### src/rtl/strobe_pkg.sv
package strobe_pkg;
  typedef enum logic {
    TRIG_SOFT = 1'b0,
    TRIG_HARD = 1'b1
  } trig_mode_e;

  localparam int unsigned NIBBLE_W = 4;
  localparam int unsigned BYTE_W   = 8;
endpackage

### src/rtl/strobe_dec_unit.sv
// Digit-wise decrement: binary and BCD share one borrow chain, only the
// value a digit takes when it underflows differs.
module strobe_dec_unit
  import strobe_pkg::*;
#(
  parameter int unsigned DIGITS = 4
) (
  input  logic [DIGITS*NIBBLE_W-1:0] cur,
  input  logic                       bcd,
  output logic [DIGITS*NIBBLE_W-1:0] nxt
);
  always_comb begin
    logic                borrow;
    logic [NIBBLE_W-1:0] d;
    borrow = 1'b1;
    nxt    = cur;
    for (int i = 0; i < int'(DIGITS); i++) begin
      d = cur[i*NIBBLE_W +: NIBBLE_W];
      if (borrow) begin
        if (d == '0) begin
          nxt[i*NIBBLE_W +: NIBBLE_W] = bcd ? 4'd9 : 4'hF;
        end else begin
          nxt[i*NIBBLE_W +: NIBBLE_W] = d - 4'd1;
          borrow = 1'b0;
        end
      end
    end
  end
endmodule

### src/rtl/strobe_gate_edge.sv
// Captures a low-to-high gate transition into a one-cycle trigger flag that
// the counter consumes on the following edge.
module strobe_gate_edge (
  input  logic clk,
  input  logic rst,
  input  logic clr,
  input  logic arm,
  input  logic gate,
  output logic trig
);
  logic gate_q;

  always_ff @(posedge clk) begin
    if (rst) begin
      gate_q <= 1'b0;
      trig   <= 1'b0;
    end else begin
      gate_q <= gate;
      trig   <= arm & ~clr & gate & ~gate_q;
    end
  end

  // the capture flag is cleared right after it is sampled
  p_capture_clears_r7: assert property (@(posedge clk) disable iff (rst)
    trig |=> !trig);
endmodule

### src/rtl/strobe_count_stage.sv
// Assembles the count from byte writes, low byte first; a commit pulse marks
// the cycle after the final byte arrives.
module strobe_count_stage
  import strobe_pkg::*;
#(
  parameter int unsigned CNT_W = 16
) (
  input  logic              clk,
  input  logic              rst,
  input  logic              clr,
  input  logic              we,
  input  logic [BYTE_W-1:0] byte_in,
  output logic [CNT_W-1:0]  value,
  output logic              commit,
  output logic              have
);
  localparam int unsigned BYTES = CNT_W / BYTE_W;
  localparam int unsigned IDX_W = (BYTES > 1) ? $clog2(BYTES) : 1;
  localparam logic [IDX_W-1:0] LAST_IDX = IDX_W'(BYTES - 1);

  logic [IDX_W-1:0] idx_q;
  logic [CNT_W-1:0] stage_q;
  logic [CNT_W-1:0] merged;
  logic             last;

  always_comb begin
    merged = stage_q;
    merged[idx_q*BYTE_W +: BYTE_W] = byte_in;
  end

  assign last = (idx_q == LAST_IDX);

  always_ff @(posedge clk) begin
    if (rst || clr) begin
      idx_q   <= '0;
      stage_q <= '0;
      commit  <= 1'b0;
      have    <= 1'b0;
      if (rst) value <= '0;
    end else begin
      commit <= 1'b0;
      if (we) begin
        stage_q <= merged;
        if (last) begin
          idx_q  <= '0;
          value  <= merged;
          commit <= 1'b1;
          have   <= 1'b1;
        end else begin
          idx_q <= idx_q + 1'b1;
        end
      end
    end
  end

  // a byte that does not complete the count never requests a load
  p_partial_quiet_r6: assert property (@(posedge clk) disable iff (rst)
    (we && !last && !clr) |=> !commit);
endmodule

### src/rtl/strobe_counter.sv
module strobe_counter
  import strobe_pkg::*;
#(
  parameter int unsigned CNT_W = 16
) (
  input  logic              clk,
  input  logic              rst,
  input  logic              ctrl_we,
  input  logic              ctrl_mode,
  input  logic              ctrl_bcd,
  input  logic              cnt_we,
  input  logic [BYTE_W-1:0] cnt_byte,
  input  logic              gate,
  output logic              strobe_n
);
  localparam int unsigned DIGITS = CNT_W / NIBBLE_W;
  localparam logic [CNT_W-1:0] ONE = CNT_W'(1);

  trig_mode_e       mode_q;
  logic             bcd_q;
  logic [CNT_W-1:0] cnt_q;
  logic             running_q;
  logic             armed_q;
  logic             out_q;

  logic [CNT_W-1:0] value;
  logic [CNT_W-1:0] cnt_dec;
  logic             commit;
  logic             have;
  logic             trig;
  logic             load;
  logic             dec_en;
  logic             expire;

  strobe_count_stage #(.CNT_W(CNT_W)) i_stage (
    .clk     (clk),
    .rst     (rst),
    .clr     (ctrl_we),
    .we      (cnt_we),
    .byte_in (cnt_byte),
    .value   (value),
    .commit  (commit),
    .have    (have)
  );

  strobe_gate_edge i_edge (
    .clk  (clk),
    .rst  (rst),
    .clr  (ctrl_we),
    .arm  (mode_q == TRIG_HARD),
    .gate (gate),
    .trig (trig)
  );

  strobe_dec_unit #(.DIGITS(DIGITS)) i_dec (
    .cur (cnt_q),
    .bcd (bcd_q),
    .nxt (cnt_dec)
  );

  // software start loads on a completed write, gate start on a captured edge
  assign load   = (mode_q == TRIG_SOFT) ? commit : (trig & have);
  assign dec_en = running_q & ~load & ((mode_q == TRIG_HARD) | gate);
  assign expire = armed_q & dec_en & (cnt_q == ONE);

  always_ff @(posedge clk) begin
    if (rst) begin
      mode_q    <= TRIG_SOFT;
      bcd_q     <= 1'b0;
      cnt_q     <= '0;
      running_q <= 1'b0;
      armed_q   <= 1'b0;
      out_q     <= 1'b1;
    end else if (ctrl_we) begin
      mode_q    <= trig_mode_e'(ctrl_mode);
      bcd_q     <= ctrl_bcd;
      running_q <= 1'b0;
      armed_q   <= 1'b0;
      out_q     <= 1'b1;
    end else begin
      if (load) begin
        cnt_q     <= value;
        running_q <= 1'b1;
        armed_q   <= 1'b1;
      end else begin
        if (dec_en) cnt_q <= cnt_dec;
        if (expire) armed_q <= 1'b0;
      end
      out_q <= ~expire;
    end
  end

  assign strobe_n = out_q;

  logic bcd_ok;
  always_comb begin
    bcd_ok = 1'b1;
    for (int i = 0; i < int'(DIGITS); i++) begin
      if (cnt_q[i*NIBBLE_W +: NIBBLE_W] > 4'd9) bcd_ok = 1'b0;
    end
  end

  // a control write leaves the output high on the next cycle
  p_ctrl_high_r2: assert property (@(posedge clk) disable iff (rst)
    ctrl_we |=> strobe_n);

  // a strobe is one cycle wide
  p_strobe_width_r3: assert property (@(posedge clk) disable iff (rst)
    !strobe_n |=> strobe_n);

  // gate low in software-start mode freezes the count
  p_soft_pause_r5: assert property (@(posedge clk) disable iff (rst)
    (mode_q == TRIG_SOFT && !gate && !commit && !ctrl_we) |=> $stable(cnt_q));

  // BCD digits stay in 0..9 while counting
  p_bcd_digits_r12: assert property (@(posedge clk) disable iff (rst)
    (bcd_q && running_q) |-> bcd_ok);

  // without a fresh load no second strobe follows an expiry
  p_single_strobe_r11: assert property (@(posedge clk) disable iff (rst)
    (!strobe_n && !load) |=> !armed_q);
endmodule

### config.mk
export PLATFORM = sky130hd
export DESIGN_NAME = strobe_counter
export DESIGN_NICKNAME = d
export VERILOG_FILES = /design/src/rtl/strobe_pkg.sv /design/src/rtl/strobe_dec_unit.sv /design/src/rtl/strobe_gate_edge.sv /design/src/rtl/strobe_count_stage.sv /design/src/rtl/strobe_counter.sv
export SDC_FILE = /design/constraint.sdc
export NUM_CORES = 1
export LEC_CHECK = 0
export BUFFER_PORTS_ARGS = -buffer_cell sky130_fd_sc_hd__buf_2
export CELL_PAD_IN_SITES_DETAIL_PLACEMENT = 0
export CELL_PAD_IN_SITES_GLOBAL_PLACEMENT = 1
export CORE_UTILIZATION = 43
export CTS_BUF_LIST = sky130_fd_sc_hd__clkbuf_8
export CTS_CLUSTER_DIAMETER = 40
export CTS_CLUSTER_SIZE = 30
export DETAILED_ROUTE_END_ITERATION = 16
export PLACE_DENSITY_LB_ADDON = 0.05
export SYNTH_ARGS = -nofsm -noshare
export SYNTH_HDL_FRONTEND = slang
export SYNTH_SLANG_ARGS = --single-unit
export TNS_END_PERCENT = 20
### constraint.sdc
create_clock -name clk -period 2.6 [get_ports clk]
set_input_delay 0.13 -clock clk [delete_from_list [all_inputs] [get_ports clk]]
set_output_delay 0.13 -clock clk [all_outputs]
set_load 0.005 [all_outputs]
==> flow_summary_export.csv <==
group,metric,value,unit
power,p_seq_share,53.6,%
cells_and_area,fin_util,48.8,%
setup_path,cp.arrival,2120,ps
power,p_int,0.00136,W
clock_network,clockRootBuffer,"clkbuf_8",
setup_path,rrSetupSlack,670,ps
flow_run,timing.max_cap.violations,0,
synth,synthesis.area,0.00282,mm²
sta,whs,25.9,ps
sta,rsz0062_at_grt,"no",
placement,io_buffers,15,
drt,num_vias,2094,
synth,synth_xor_area_share,0,%
clock_network,ctsHoldBuffers,0,
setup_path,timing.rr.start,"mode_q$_SDFFE_PP0P_",
setup_path,crit_start,"mode_q$_SDFFE_PP0P_",
power,power_density,584,mW/mm²
cells_and_area,layout_common_cells,"nand2_1, dfxtp_1, nor2_1",
global_routing,grt_pass1_vias,2148,
sta,fin_skew,5.87,ps
floorplan,core.rowCount,29,
setup_path,worstRegToRegCells,4,
setup_path,crit_path_end,"armed_q$_SDFFE_PP0P_",
clock_network,clock_path_buffers,2,
sta,tns,0,ps
setup_path,critPathMaxStageDelay,750,ps
setup_path,path_class,"flip-flop to flip-flop",
drt,first_iter_violations,89,
sta,finalHoldViolCount,0,
global_routing,antenna_found_initial,0,
placement,placed_cell_area,0.00293,mm²
global_routing,grt_usage,19.3,%
power,p_total,0.00181,W
cells_and_area,diodes,0,
power,ir_worst_vdd,0.324,mV
drt,routedWlPerCell,14.7,µm
power,switching_share,24.8,%
clock_network,cts_buffers,9,
setup_path,cp_slowest_cell,"o21a_1",
clock_network,cts_resized,0,
setup_path,cp.required,2800,ps
synth,synth-compound-area-share,16.4,%
synth,synth_top_family_by_area,"simple AND/OR/NAND/NOR gates",
drt,vias_per_cell,5.17,
setup_path,crit_family,"compound AO/OA/AOI/OAI gates",
floorplan,die_area,0.00687,mm²
synth,avgSynthCellArea,9.08,µm²
synth,yosys.area_share.simple,20.0,%
drt,totalWireLength,5960,µm
min_path,hold_path_class,"primary input to flip-flop",
setup_path,rr_endpoint,"armed_q$_SDFFE_PP0P_",
setup_path,endpoint_kind,"flip-flop",
sta,slew_headroom,41.6,%
floorplan,ios,16,
sta,max_freq,0.519,GHz
placement,dpl.hpwl,4150,µm
clock_network,htree_num_levels,3,
clock_network,clkSinkCount,58,
synth,ys_seq_area_share,46.9,%
sta,maxSlewViolCount,0,
cells_and_area,syn_to_final_growth,10.1,%
cells_and_area,final_cell_area,0.00310,mm²
drt,drc,0,
synth,synthArstFlopShare,0,%
synth,synth_seq_cells,58,
clock_network,cts_setup_buffers,0,
global_routing,grt_pass1_wl,10400,µm
sta,period_minus_slack,1930,ps
power,p_comb_share,6.7,%
floorplan,die_x,82.9,µm
power,switchingPower,0.000450,W
drt,firstDrtPassIters,4,
synth,syn_inst,310,
clock_network,cts_tree,"yes",
setup_path,critPathBufInv,0,
power,power_frac_clock,39.7,%
floorplan,fp.coreArea,0.00635,mm²
sta,worstMarginPinSlew,876,ps
synth,ys.flop_type,"dfxtp_1",
power,p_leak,1.07,nW
drt,postRouteAntennaNets,0,
setup_path,worstSetupStartpointType,"flip-flop",
synth,synthAdderAreaFrac,2.22,%
cells_and_area,final_layout_size_suffix_gt1_share,15.2,%
setup_path,cp_max_fo,19,
clock_network,clkTransAtPathRegs,70,ps
synth,synth-edff-count,16,
synth,yosys-mux-area-fraction,9.42,%
cells_and_area,layout.cells.most_common,"nand2_1",
setup_path,worstSetupPathDepth,4,
cells_and_area,nets,343,
global_routing,overflow,0,
sta,setup_viol,0,
synth,synth_nets,330,
clock_network,clk-insertion-delay-late,340,ps
synth,synth_cell_types,41,
outcome,status,"finished, final reports clean",
sta,period_share,74.1,%
global_routing,grt_max_degree,35,
placement,globalplace.congestion,0.765,
synth,yosys_warnings,0,
setup_path,cp_cell_sequence,"o21a_1 -> nand2_1 -> nor4_1 -> nor3_1",
floorplan,die_h,82.9,µm
floorplan,initial_core_util,44.3,%
## final cells by class
type,count,area [µm²]
Inverter,15,56.3
Clock buffer,10,138
Multi-Input combinational cell,220,1350
Sequential cell,58,1320
Tap cell,77,96.3
Fill cell,619,3250
Clock inverter,6,32.5
Timing Repair Buffer,19,105
## through the flow
step / instances / setup slack [ps]
4_1_cts: 405 / 646
2_1_floorplan: 310 / 635
3_3_place_gp: 389 / 700
6_report: 405 / 672
3_5_place_dp: 389 / 683
5_1_grt: 405 / 529
## metal layers
layer / vias to the layer above / part of all wire [%] / track usage (%)
met5: - / 0 / 0
met4: 0 / 2.0 / 9.09
met3: 12 / 3.4 / 5.17
met2: 27 / 45 / 30.5
met1: 956 / 50 / 24.5
li1: 1099 / - / -
## power groups by stage
stage / combinational, W / sequential (W) / clock [W]
global route: 0.000138 / 0.000972 / 0.000783
finish: 0.000122 / 0.000970 / 0.000719
global placement: 0.000123 / 0.000989 / 0
CTS: 0.000124 / 0.000970 / 0.000750
floorplan: 0.0000911 / 0.000981 / 0
detailed placement: 0.000124 / 0.000990 / 0
## worst register-to-register path, stage by stage (launching register included)
cell and delay [ps]:
dfxtp_1 460, o21a_1 760, nand2_1 110, nor4_1 390, nor3_1 80
## worst min-delay path by stage
stage,to,start,cells after the start,slack [ps]
final,bcd_q$_SDFFE_PP0P_,ctrl_bcd,3,30
after global routing,bcd_q$_SDFFE_PP0P_,ctrl_bcd,3,40
after CTS,bcd_q$_SDFFE_PP0P_,ctrl_bcd,3,10
after detailed placement,bcd_q$_SDFFE_PP0P_,ctrl_bcd,3,380
after global placement,bcd_q$_SDFFE_PP0P_,ctrl_bcd,3,370
after floorplan,i_edge.trig$_SDFF_PP0_,gate,2,260
## state kept, by name, indices dropped and copies added, names as in the netlist
register	flops
armed_q	1
bcd_q	1
cnt_q	16
i_edge.gate_q	1
i_edge.trig	1
i_stage.commit	1
i_stage.have	1
i_stage.idx_q	1
i_stage.stage_q	16
i_stage.value	16
mode_q	1
running_q	1
strobe_n	1
## cell usage after synthesis, types with 2 or more instances
cell      number  area share [%]
inv_1         15             2.0
nor2_1        38             5.1
o21ai_0        7             1.2
nand2_1       52             6.9
mux2_2         4             1.6
mux2i_1       22             7.8
or3b_2         2            0.62
clkbuf_1       7            0.93
nand2b_1       7             1.6
nor3_1         7             1.2
buf_2          3            0.53
nor2b_1        3            0.67
buf_1          2            0.27
o21bai_1       3            0.80
a311oi_1       6             1.9
o211a_1        2            0.71
nor3b_4        2             1.3
ha_1           5             2.2
o211ai_1       6             1.6
o21a_1         3            0.80
edfxtp_1      16              17
a21oi_1       27             4.8
nand3_1        2            0.36
a21oi_4        2             1.2
buf_4          5             1.3
a211oi_1       4             1.1
and2_1         2            0.44
a21oi_2        2            0.62
dfxtp_1       42              30
## cells by family after synthesis
| kind of cell | Yosys count |
|---|---|
| simple gates | 121 |
| compound gates | 68 |
| flops | 58 |
| buf+inv | 32 |
| mux | 26 |
| fa+ha+maj | 5 |
(Power assumes the default switching activity.)
